[src/rtl/i2cs_pkg.sv]
package i2cs_pkg;
   localparam int unsigned BYTE_BITS = 8;

   typedef enum logic [2:0] {
      ST_IDLE,
      ST_RX,
      ST_RX_ACK,
      ST_HOLD,
      ST_TX,
      ST_TX_ACK
   } slv_state_t;

   typedef enum logic [1:0] {
      PH_ADDR,
      PH_PTR,
      PH_DATA
   } rx_phase_t;
endpackage

[src/rtl/i2cs_sync.sv]
module i2cs_sync #(
   parameter int unsigned     WIDTH   = 2,
   parameter int unsigned     STAGES  = 2,
   parameter logic [WIDTH-1:0] RST_VAL = '1
) (
   input  logic             clk,
   input  logic             rst_n,
   input  logic [WIDTH-1:0] d_i,
   output logic [WIDTH-1:0] q_o
);
   if (STAGES < 1) begin : g_bad_stages
      $error("i2cs_sync: STAGES must be at least 1");
   end

   logic [WIDTH-1:0] chain [STAGES];

   for (genvar g = 0; g < STAGES; g++) begin : g_stage
      if (g == 0) begin : g_first
         always_ff @(posedge clk or negedge rst_n) begin
            if (!rst_n) chain[g] <= RST_VAL;
            else        chain[g] <= d_i;
         end
      end else begin : g_next
         always_ff @(posedge clk or negedge rst_n) begin
            if (!rst_n) chain[g] <= RST_VAL;
            else        chain[g] <= chain[g-1];
         end
      end
   end

   assign q_o = chain[STAGES-1];
endmodule

[src/rtl/i2cs_bus_events.sv]
module i2cs_bus_events (
   input  logic clk,
   input  logic rst_n,
   input  logic scl_s,
   input  logic sda_s,
   output logic scl_rise,
   output logic scl_fall,
   output logic bus_start,
   output logic bus_stop
);
   logic scl_q, sda_q;

   always_ff @(posedge clk or negedge rst_n) begin
      if (!rst_n) begin
         scl_q <= 1'b1;
         sda_q <= 1'b1;
      end else begin
         scl_q <= scl_s;
         sda_q <= sda_s;
      end
   end

   assign scl_rise  = scl_s & ~scl_q;
   assign scl_fall  = ~scl_s & scl_q;
   assign bus_start = scl_s & scl_q & sda_q & ~sda_s;
   assign bus_stop  = scl_s & scl_q & ~sda_q & sda_s;

   p_cond_excl_r1: assert property (@(posedge clk) disable iff (!rst_n)
      bus_start |=> !bus_start);
endmodule

[src/rtl/i2cs_regfile.sv]
module i2cs_regfile #(
   parameter int unsigned DEPTH  = 16,
   parameter int unsigned DATA_W = 8,
   localparam int unsigned IDX_W = $clog2(DEPTH)
) (
   input  logic              clk,
   input  logic              rst_n,
   input  logic              wr_en,
   input  logic [IDX_W-1:0]  wr_idx,
   input  logic [DATA_W-1:0] wr_data,
   input  logic [IDX_W-1:0]  rd_idx,
   output logic [DATA_W-1:0] rd_data
);
   logic [DATA_W-1:0] cells [DEPTH];

   for (genvar e = 0; e < DEPTH; e++) begin : g_cell
      always_ff @(posedge clk or negedge rst_n) begin
         if (!rst_n)                                   cells[e] <= '0;
         else if (wr_en && wr_idx == IDX_W'(e))         cells[e] <= wr_data;
      end
   end

   assign rd_data = cells[rd_idx];
endmodule

[src/rtl/i2c_regslave.sv]
module i2c_regslave
   import i2cs_pkg::*;
#(
   parameter int unsigned DEPTH       = 16,
   parameter int unsigned SYNC_STAGES = 2,
   parameter bit          GC_SUPPORT  = 1'b1
) (
   input  logic       clk,
   input  logic       rst_n,
   input  logic       scl_i,
   input  logic       sda_i,
   input  logic [6:0] dev_addr_i,
   input  logic       gc_en_i,
   input  logic       ready_i,
   output logic       scl_pull_o,
   output logic       sda_pull_o
);
   localparam int unsigned PTR_W = $clog2(DEPTH);
   localparam int unsigned CNT_W = $clog2(BYTE_BITS + 2);
   localparam logic [CNT_W-1:0] CNT_BYTE = CNT_W'(BYTE_BITS);
   localparam logic [CNT_W-1:0] CNT_ACK  = CNT_W'(BYTE_BITS + 1);

   if (DEPTH < 2 || (DEPTH & (DEPTH - 1)) != 0) begin : g_bad_depth
      $error("i2c_regslave: DEPTH must be a power of two, at least 2");
   end

   logic [1:0] line_s;
   logic       scl_s, sda_s;
   logic       scl_rise, scl_fall, ev_start, ev_stop;

   i2cs_sync #(.WIDTH(2), .STAGES(SYNC_STAGES), .RST_VAL(2'b11)) u_sync (
      .clk(clk), .rst_n(rst_n), .d_i({scl_i, sda_i}), .q_o(line_s));
   assign scl_s = line_s[1];
   assign sda_s = line_s[0];

   i2cs_bus_events u_events (
      .clk(clk), .rst_n(rst_n), .scl_s(scl_s), .sda_s(sda_s),
      .scl_rise(scl_rise), .scl_fall(scl_fall),
      .bus_start(ev_start), .bus_stop(ev_stop));

   slv_state_t           state;
   rx_phase_t            phase;
   logic [CNT_W-1:0]     bitcnt;
   logic [BYTE_BITS-1:0] shreg;
   logic [PTR_W-1:0]     ptr;
   logic                 rw_q, mst_ack_q, sda_pull_q, scl_pull_q;
   logic                 wr_en, own_hit, gc_hit, byte_in;
   logic [BYTE_BITS-1:0] rd_data;

   assign own_hit = (shreg[7:1] == dev_addr_i);
   if (GC_SUPPORT) begin : g_gc
      assign gc_hit = gc_en_i && (shreg == '0);
   end else begin : g_no_gc
      assign gc_hit = 1'b0;
   end

   assign byte_in = (state == ST_RX) && scl_fall && (bitcnt == CNT_BYTE);
   assign wr_en   = byte_in && (phase == PH_DATA);

   i2cs_regfile #(.DEPTH(DEPTH), .DATA_W(BYTE_BITS)) u_regs (
      .clk(clk), .rst_n(rst_n), .wr_en(wr_en), .wr_idx(ptr), .wr_data(shreg),
      .rd_idx(ptr), .rd_data(rd_data));

   always_ff @(posedge clk or negedge rst_n) begin
      if (!rst_n) begin
         state      <= ST_IDLE;
         phase      <= PH_ADDR;
         bitcnt     <= '0;
         shreg      <= '0;
         ptr        <= '0;
         rw_q       <= 1'b0;
         mst_ack_q  <= 1'b0;
         sda_pull_q <= 1'b0;
         scl_pull_q <= 1'b0;
      end else if (ev_start) begin
         state      <= ST_RX;
         phase      <= PH_ADDR;
         bitcnt     <= '0;
         sda_pull_q <= 1'b0;
         scl_pull_q <= 1'b0;
      end else if (ev_stop) begin
         state      <= ST_IDLE;
         sda_pull_q <= 1'b0;
         scl_pull_q <= 1'b0;
      end else begin
         unique case (state)
            ST_RX: begin
               if (scl_rise) begin
                  shreg  <= {shreg[BYTE_BITS-2:0], sda_s};
                  bitcnt <= bitcnt + 1'b1;
               end else if (byte_in) begin
                  unique case (phase)
                     PH_ADDR: begin
                        if (own_hit || gc_hit) begin
                           rw_q       <= shreg[0];
                           phase      <= PH_PTR;
                           sda_pull_q <= 1'b1;
                           state      <= ST_RX_ACK;
                        end else begin
                           state <= ST_IDLE;
                        end
                     end
                     PH_PTR: begin
                        ptr        <= shreg[PTR_W-1:0];
                        phase      <= PH_DATA;
                        sda_pull_q <= 1'b1;
                        state      <= ST_RX_ACK;
                     end
                     default: begin
                        ptr        <= ptr + 1'b1;
                        sda_pull_q <= 1'b1;
                        state      <= ST_RX_ACK;
                     end
                  endcase
               end
            end
            ST_RX_ACK: begin
               if (scl_rise) begin
                  bitcnt <= CNT_ACK;
               end else if (scl_fall && bitcnt == CNT_ACK) begin
                  sda_pull_q <= 1'b0;
                  scl_pull_q <= ~ready_i;
                  state      <= ST_HOLD;
               end
            end
            ST_HOLD: begin
               if (ready_i) begin
                  scl_pull_q <= 1'b0;
                  bitcnt     <= '0;
                  if (rw_q) begin
                     shreg      <= rd_data;
                     ptr        <= ptr + 1'b1;
                     sda_pull_q <= ~rd_data[BYTE_BITS-1];
                     state      <= ST_TX;
                  end else begin
                     state <= ST_RX;
                  end
               end else begin
                  scl_pull_q <= 1'b1;
               end
            end
            ST_TX: begin
               if (scl_rise) begin
                  bitcnt <= bitcnt + 1'b1;
               end else if (scl_fall) begin
                  if (bitcnt == CNT_BYTE) begin
                     sda_pull_q <= 1'b0;
                     state      <= ST_TX_ACK;
                  end else begin
                     shreg      <= {shreg[BYTE_BITS-2:0], 1'b0};
                     sda_pull_q <= ~shreg[BYTE_BITS-2];
                  end
               end
            end
            ST_TX_ACK: begin
               if (scl_rise) begin
                  bitcnt    <= CNT_ACK;
                  mst_ack_q <= ~sda_s;
               end else if (scl_fall && bitcnt == CNT_ACK) begin
                  if (mst_ack_q) begin
                     scl_pull_q <= ~ready_i;
                     state      <= ST_HOLD;
                  end else begin
                     state <= ST_IDLE;
                  end
               end
            end
            default: ;
         endcase
      end
   end

   assign scl_pull_o = scl_pull_q;
   assign sda_pull_o = sda_pull_q;

   p_start_addr_r1: assert property (@(posedge clk) disable iff (!rst_n)
      ev_start |=> (state == ST_RX && phase == PH_ADDR && bitcnt == '0));
   p_stop_idle_r2: assert property (@(posedge clk) disable iff (!rst_n)
      ev_stop |=> (state == ST_IDLE && !sda_pull_o && !scl_pull_o));
   p_ack_hold_r3: assert property (@(posedge clk) disable iff (!rst_n)
      (state == ST_RX_ACK) |-> sda_pull_o);
   p_stretch_hold_r8: assert property (@(posedge clk) disable iff (!rst_n)
      scl_pull_o |-> (state == ST_HOLD));
   p_stretch_free_r8: assert property (@(posedge clk) disable iff (!rst_n)
      (state == ST_HOLD && ready_i && !ev_start && !ev_stop) |=> !scl_pull_o);
   p_ptr_step_r9: assert property (@(posedge clk) disable iff (!rst_n)
      wr_en |=> (ptr == PTR_W'($past(ptr) + 1'b1)));
   p_idle_quiet_r10: assert property (@(posedge clk) disable iff (!rst_n)
      (state == ST_IDLE) |-> !sda_pull_o);
   p_sda_low_scl_r11: assert property (@(posedge clk) disable iff (!rst_n)
      $rose(sda_pull_o) |-> !$past(scl_s));
endmodule

[config.mk]
export PLATFORM = sky130hd
export DESIGN_NAME = i2c_regslave
export DESIGN_NICKNAME = d
export VERILOG_FILES = /design/src/rtl/i2cs_pkg.sv /design/src/rtl/i2cs_sync.sv /design/src/rtl/i2cs_bus_events.sv /design/src/rtl/i2cs_regfile.sv /design/src/rtl/i2c_regslave.sv
export SDC_FILE = /design/constraint.sdc
export NUM_CORES = 1
export LEC_CHECK = 0
export BUFFER_PORTS_ARGS = -buffer_cell sky130_fd_sc_hd__buf_2
export CAP_MARGIN = 20
export CORE_MARGIN = 2
export CORE_UTILIZATION = 63
export CTS_CLUSTER_DIAMETER = 200
export DETAILED_ROUTE_END_ITERATION = 8
export GPL_TIMING_DRIVEN = 0
export PLACE_DENSITY = 0.91
export SYNTH_ARGS = -nofsm -noshare
export SYNTH_HDL_FRONTEND = slang
export SYNTH_SLANG_ARGS = --single-unit
[constraint.sdc]
create_clock -name clk -period 2.5 [get_ports clk]
set_clock_uncertainty 0.2 [all_clocks]
set_input_delay 0.125 -clock clk [delete_from_list [all_inputs] [get_ports clk]]
set_output_delay 0.125 -clock clk [all_outputs]
set_load 0.005 [all_outputs]
# After elaboration in Yosys (flattened, before gate mapping)
# Index checks and enable logic that the tools add are counted.
# op_classes
n_bitwise,18
shifts,0
n_reduce_logical,45
n_mux,69
eq_ne,53
n_div,0
magnitude_cmp,1
multipliers,0
add_sub_neg,2
# op_table
op,count
8-bit 2-to-1 mux,8
"4-bit != test, second input constant",12
3-bit 2-to-1 mux,14
"4-bit == test, second input constant",10
4-bit 2-to-1 mux,9
8-bit binary-select mux with 4-bit select,1
8-bit case mux with 3 select lines,1
1-bit logical AND,21
1-bit 2-to-1 mux,21
"2-bit != test, second input constant",10
"4-bit by 3-bit == test with 1-bit output, second input constant",4
2-bit 2-to-1 mux,8
4-bit case mux with 2 select lines,2
3-bit case mux with 5 select lines,1
4-bit case mux with 3 select lines,1
6-bit AND reduction,2
11-bit AND reduction,1
1-bit inverter,10
10-bit AND reduction,1
9-bit AND reduction,1
"4-bit by 1-bit adder with 4-bit output, second input constant",2
"4-bit by 2-bit == test with 1-bit output, second input constant",2
8-bit logical NOT,1
8-bit AND reduction,1
other kinds (30),44
# totals
memories,0
mem_bits_rw,0
romBits,0
latchBits,0
in_bits,13
register_bits,159

# Depth between registers and ports, before layout
# logic_depth
ltp_word,10
ltp_mapped,9

# Modules after synthesis
# A second synthesis with hierarchy kept.
# hier_totals
cells_unflattened,573
area_unflattened_um2,7892.6
# by_module_without_submodules
module,seq_area_each_um2,area_each_um2,instances,cells_per_inst
i2cs_regfile,3203.1,5809.3,1,364
i2c_regslave,625.6,1878.1,1,197
i2cs_sync,105.1,120.1,1,6
i2cs_bus_events,52.6,85.1,1,6

# Least setup slack after synthesis
# No wires, ideal clock.
# synth_path
path_type,reg2reg
startpoint,reg ptr[0]
endpoint,reg shreg[2]
n_path_buf,2
synth_period_minus_slack_ns,2.245
t_required_ns,2.173
t_arrival_ns,1.917
path_stages_with_launch,7
slack_ns,0.255
setup_time_ns,0.127
path_cell_list,dfrtp_1 > buf_6 > buf_2 > mux4_2 > mux4_1 > nand2_1 > a31oi_1
# synth_via
elab_chain_len,7
# synth_rtl
item,line_no,source
from (decl),i2c_regslave.sv:45,logic [PTR_W-1:0] ptr;
from (signal assigned),i2c_regslave.sv:104,ptr <= shreg[PTR_W-1:0];
from (signal assigned),i2c_regslave.sv:110,ptr <= ptr + 1'b1;
from (signal assigned),i2c_regslave.sv:132,ptr <= ptr + 1'b1;
4-bit inverter with 5-bit output (implied by the code),i2cs_regfile.sv:23,assign rd_data = cells[rd_idx];
8-bit binary-select mux with 4-bit select,i2cs_regfile.sv:23,
8-bit 2-to-1 mux (implied by the code) (2 in a row),i2cs_regfile.sv:23,
8-bit 2-to-1 mux,i2c_regslave.sv:130,if (rw_q) begin
8-bit 2-to-1 mux,i2c_regslave.sv:127,if (ready_i) begin
8-bit case mux with 3 select lines,i2c_regslave.sv:86,unique case (state)
to (signal assigned),i2c_regslave.sv:89,"shreg <= {shreg[BYTE_BITS-2:0], sda_s};"
to (signal assigned),i2c_regslave.sv:131,shreg <= rd_data;
to (signal assigned),i2c_regslave.sv:150,"shreg <= {shreg[BYTE_BITS-2:0], 1'b0};"
to (decl),i2c_regslave.sv:44,logic [BYTE_BITS-1:0] shreg;
# Every way passes these cells. The select of a mux whose other input is x is not followed.
# A chain may end at the register's enable or synchronous reset.

# Worst setup path in the final report
# layout_path
startpoint,reg ptr[3]
endpoint,reg u_regs.cells[79] (netlist bit)
# layout_via
elab_chain_len,2
# layout_rtl
item,line_no,source
4-bit by 3-bit == test with 1-bit output,i2cs_regfile.sv:19,else if (wr_en && wr_idx == IDX_W'(e)) cells[e] <= wr_data;
1-bit logical AND,i2cs_regfile.sv:19,
"to (signal, indexed assignment)",i2cs_regfile.sv:19,
to (decl),i2cs_regfile.sv:14,logic [DATA_W-1:0] cells [DEPTH];
# Every way passes these cells.

==> metrics.yaml <==
outcome: "complete, but fails checks"
violations: "setup timing"
area_delta_synth_final_pct: 16.2
start_kind: "flip-flop"
antenna_cells: 0
p_seq_share_pct: 39.6
cts-root-buf: "clkbuf_16"
avgSynthCellArea_um2: 13.7
switchingPower_w: 0.00242
rsz0062_at_grt: "true"
start_util_pct: 64.1
drive_gt1_share_pct: 44.1
row_count: 41
grt_pass1_wl_mm: 32.1
wirelength_mm: 20.7
final_cell_mix: "dfrtp_1, mux2_2, mux4_2"
power_w: 0.00720
setup_ws_ps: -21.9
worstPathRequired_ps: 2610
cts_tree: "done"
cp.arrival_ps: 2630
synth_edf_count: 0
rr_worst_depth: 5
clk-insertion-delay-late_ps: 430
grt_antenna_before_repair: 0
syn_nets: 608
drt_iter0_markers: 634
powerDensity_nw_per_um2: 772
power_frac_comb_pct: 23.9
via_per_inst: 6.74
die-area_um2: 13600
place.gp.congestion: 0.902
io_pins: 15
coreArea_um2: 12500
n_fill_cell: 755
cts_htree_levels: 4
cts.clk_slew.worst_paths_ps: 70
synth-seq-cells: 159
place_hpwl_mm: 12.8
die_height_um: 117
worst_slew_pin_slew_ps: 723
crit_type: "reg2reg"
wl_per_cell_um: 25.1
post-route-period-util_pct: 101
seq_area_frac_synth_pct: 49.7
max_slew_margin_pct: 51.7
grt_use_total_pct: 32.6
drt_first_pass_iters: 5
drtAntennaViolNets: 0
die_w_um: 117
pwr-share-clk_pct: 36.5
syn-cell-area_um2: 8020
intPower_w: 0.00478
nNetsFinal: 661
cts_buffer_depth: 2
async_reset_ff_share_pct: 100
synth_cells: 587
grt-ovfl-total: 0
ys_types: 70
reg2reg_slack_ps: -20
fin_hold_ws_ps: 0.709
drc: 0
grt_max_degree: 111
min_period_ps: 2520
p_leak_nw: 4.49
p_sw_share_pct: 33.6
yosysWarnings: 0
numCtsBuffers: 17
synth_ff_type: "dfrtp_1"
grt_pass1_vias: 5662
num_vias: 5562
critical_path.endpoint_type: "flip-flop"
hold_class: "in2async"
layout_commonest_cell: "dfrtp_1"
vdd_drop_max_mv: 0.587
final_hold_viol_count: 0
cts_sinks: 159
setup_viol: 8
worst-path-max-fanout: 10
maxCapViolCount: 0
portBuffers: 14
max_clock_freq_mhz: 397
maxSlewViolCount: 0
-- registers in the layout, indices dropped and copies added, names as in the netlist --
signal          flops
u_regs.cells      128
shreg               8
bitcnt              4
ptr                 4
state               3
phase               2
u_sync.chain        2
u_sync.q_o          2
mst_ack_q           1
rw_q                1
scl_pull_o          1
sda_pull_o          1
u_events.scl_q      1
u_events.sda_q      1
-- worst max-delay path, stage by stage (launching register included) --
cell and delay [ps]:
dfrtp_1 400, clkbuf_2 250, nor2b_1 630, nor3b_4 390, buf_12 180, mux2_2 340
-- through the flow --
stage	utilization, %	std cells	setup WS [ps]	area [µm²]	setup TNS (ps)
finish	74.4	825	-21.9	9320	-68.2
global route	74.4	825	-31.6	9320	-335
CTS	73.6	823	0.588	9220	0
detailed placement	66.6	774	-441	8340	-38370
global placement	66.4	773	-1030	8310	-183810
floorplan	-	587	255	8020	0
-- power groups by stage --
stage                     clock network [W]  registers [W]  logic [W]
after floorplan                           0        0.00283    0.00106
after global placement                    0        0.00287    0.00145
after detailed placement                  0        0.00288    0.00151
after CTS                           0.00263        0.00283    0.00161
after global routing                0.00275        0.00285    0.00187
final                               0.00263        0.00285    0.00172
-- logic make-up (layout without fill, tap and decap cells) --
logic type,count (synthesis),after routing,synth area share [%]
buffers and inverters,49,115,2.98
xor gates and xnor gates,11,11,1.20
AOI/OAI and AO/OA,57,57,4.84
DFF,159,159,49.7
adders and majority gates,9,9,1.37
muxes,174,174,30.7
and+or+nand+nor,128,128,9.20
-- cells in the mapped netlist (all sizes together) (3+ instances only) --
cell type	instances	area share, %
clkbuf	21	0.98
dfrtp	153	48
nor3b	7	0.78
nand2b	5	0.39
nand3b	5	0.51
nor4	6	0.62
and3	4	0.31
nor2b	9	0.70
a31oi	12	0.94
and3b	4	0.44
nor2	25	1.2
ha	8	1.2
dfstp	6	2.0
o21ai	14	0.87
a21oi	7	0.44
mux2i	3	0.37
inv	8	0.37
mux4	40	12
xor2	8	0.87
xnor2	3	0.33
nand3	10	0.90
buf	20	1.6
nand2	32	1.6
mux2	131	18
nor3	9	0.62
-- per-layer routing --
| layer | track usage (%) | vias to the layer above | share of wire, % |
|---|---|---|---|
| met3 | 7.93 | 95 | 8.4 |
| met5 | 0 | - | 0 |
| met2 | 50.3 | 354 | 48 |
| met4 | 17.3 | 0 | 4.8 |
| met1 | 43.4 | 2809 | 39 |
| li1 | - | 2304 | - |
-- final cells by class --
cell class                 instances  area (µm²)  share of cell area, %
timing repair buffer              35         293                   3.14
inverter                           8        30.0                  0.322
tap                              172         215                   2.31
clock buffer                      19         453                   4.86
sequential                       159        3990                   42.8
multi-input combinational        379        3960                   42.5
buffer                            40         239                   2.56
clock inverter                    13         140                   1.50
-- worst paths after layout --
check                                    to            start
hold / removal                     state[0]            rst_n
min in group clk            u_sync.chain[3]            scl_i
hold reg to reg               u_sync.q_o[1]  u_sync.chain[3]
setup / recovery           u_regs.cells[79]           ptr[3]
max in group asynchronous  u_regs.cells[77]            rst_n
setup reg to reg           u_regs.cells[79]           ptr[3]
-- what timing repair did --
action                                 CTS  global route
setup endpoints to repair              141           123
gates resized for setup                 33            27
endpoints found under the hold margin  162             0
hold buffers                             4             0
pin swaps                                5             2
setup buffers                           13             3
Power figures use the tool's default switching activity.
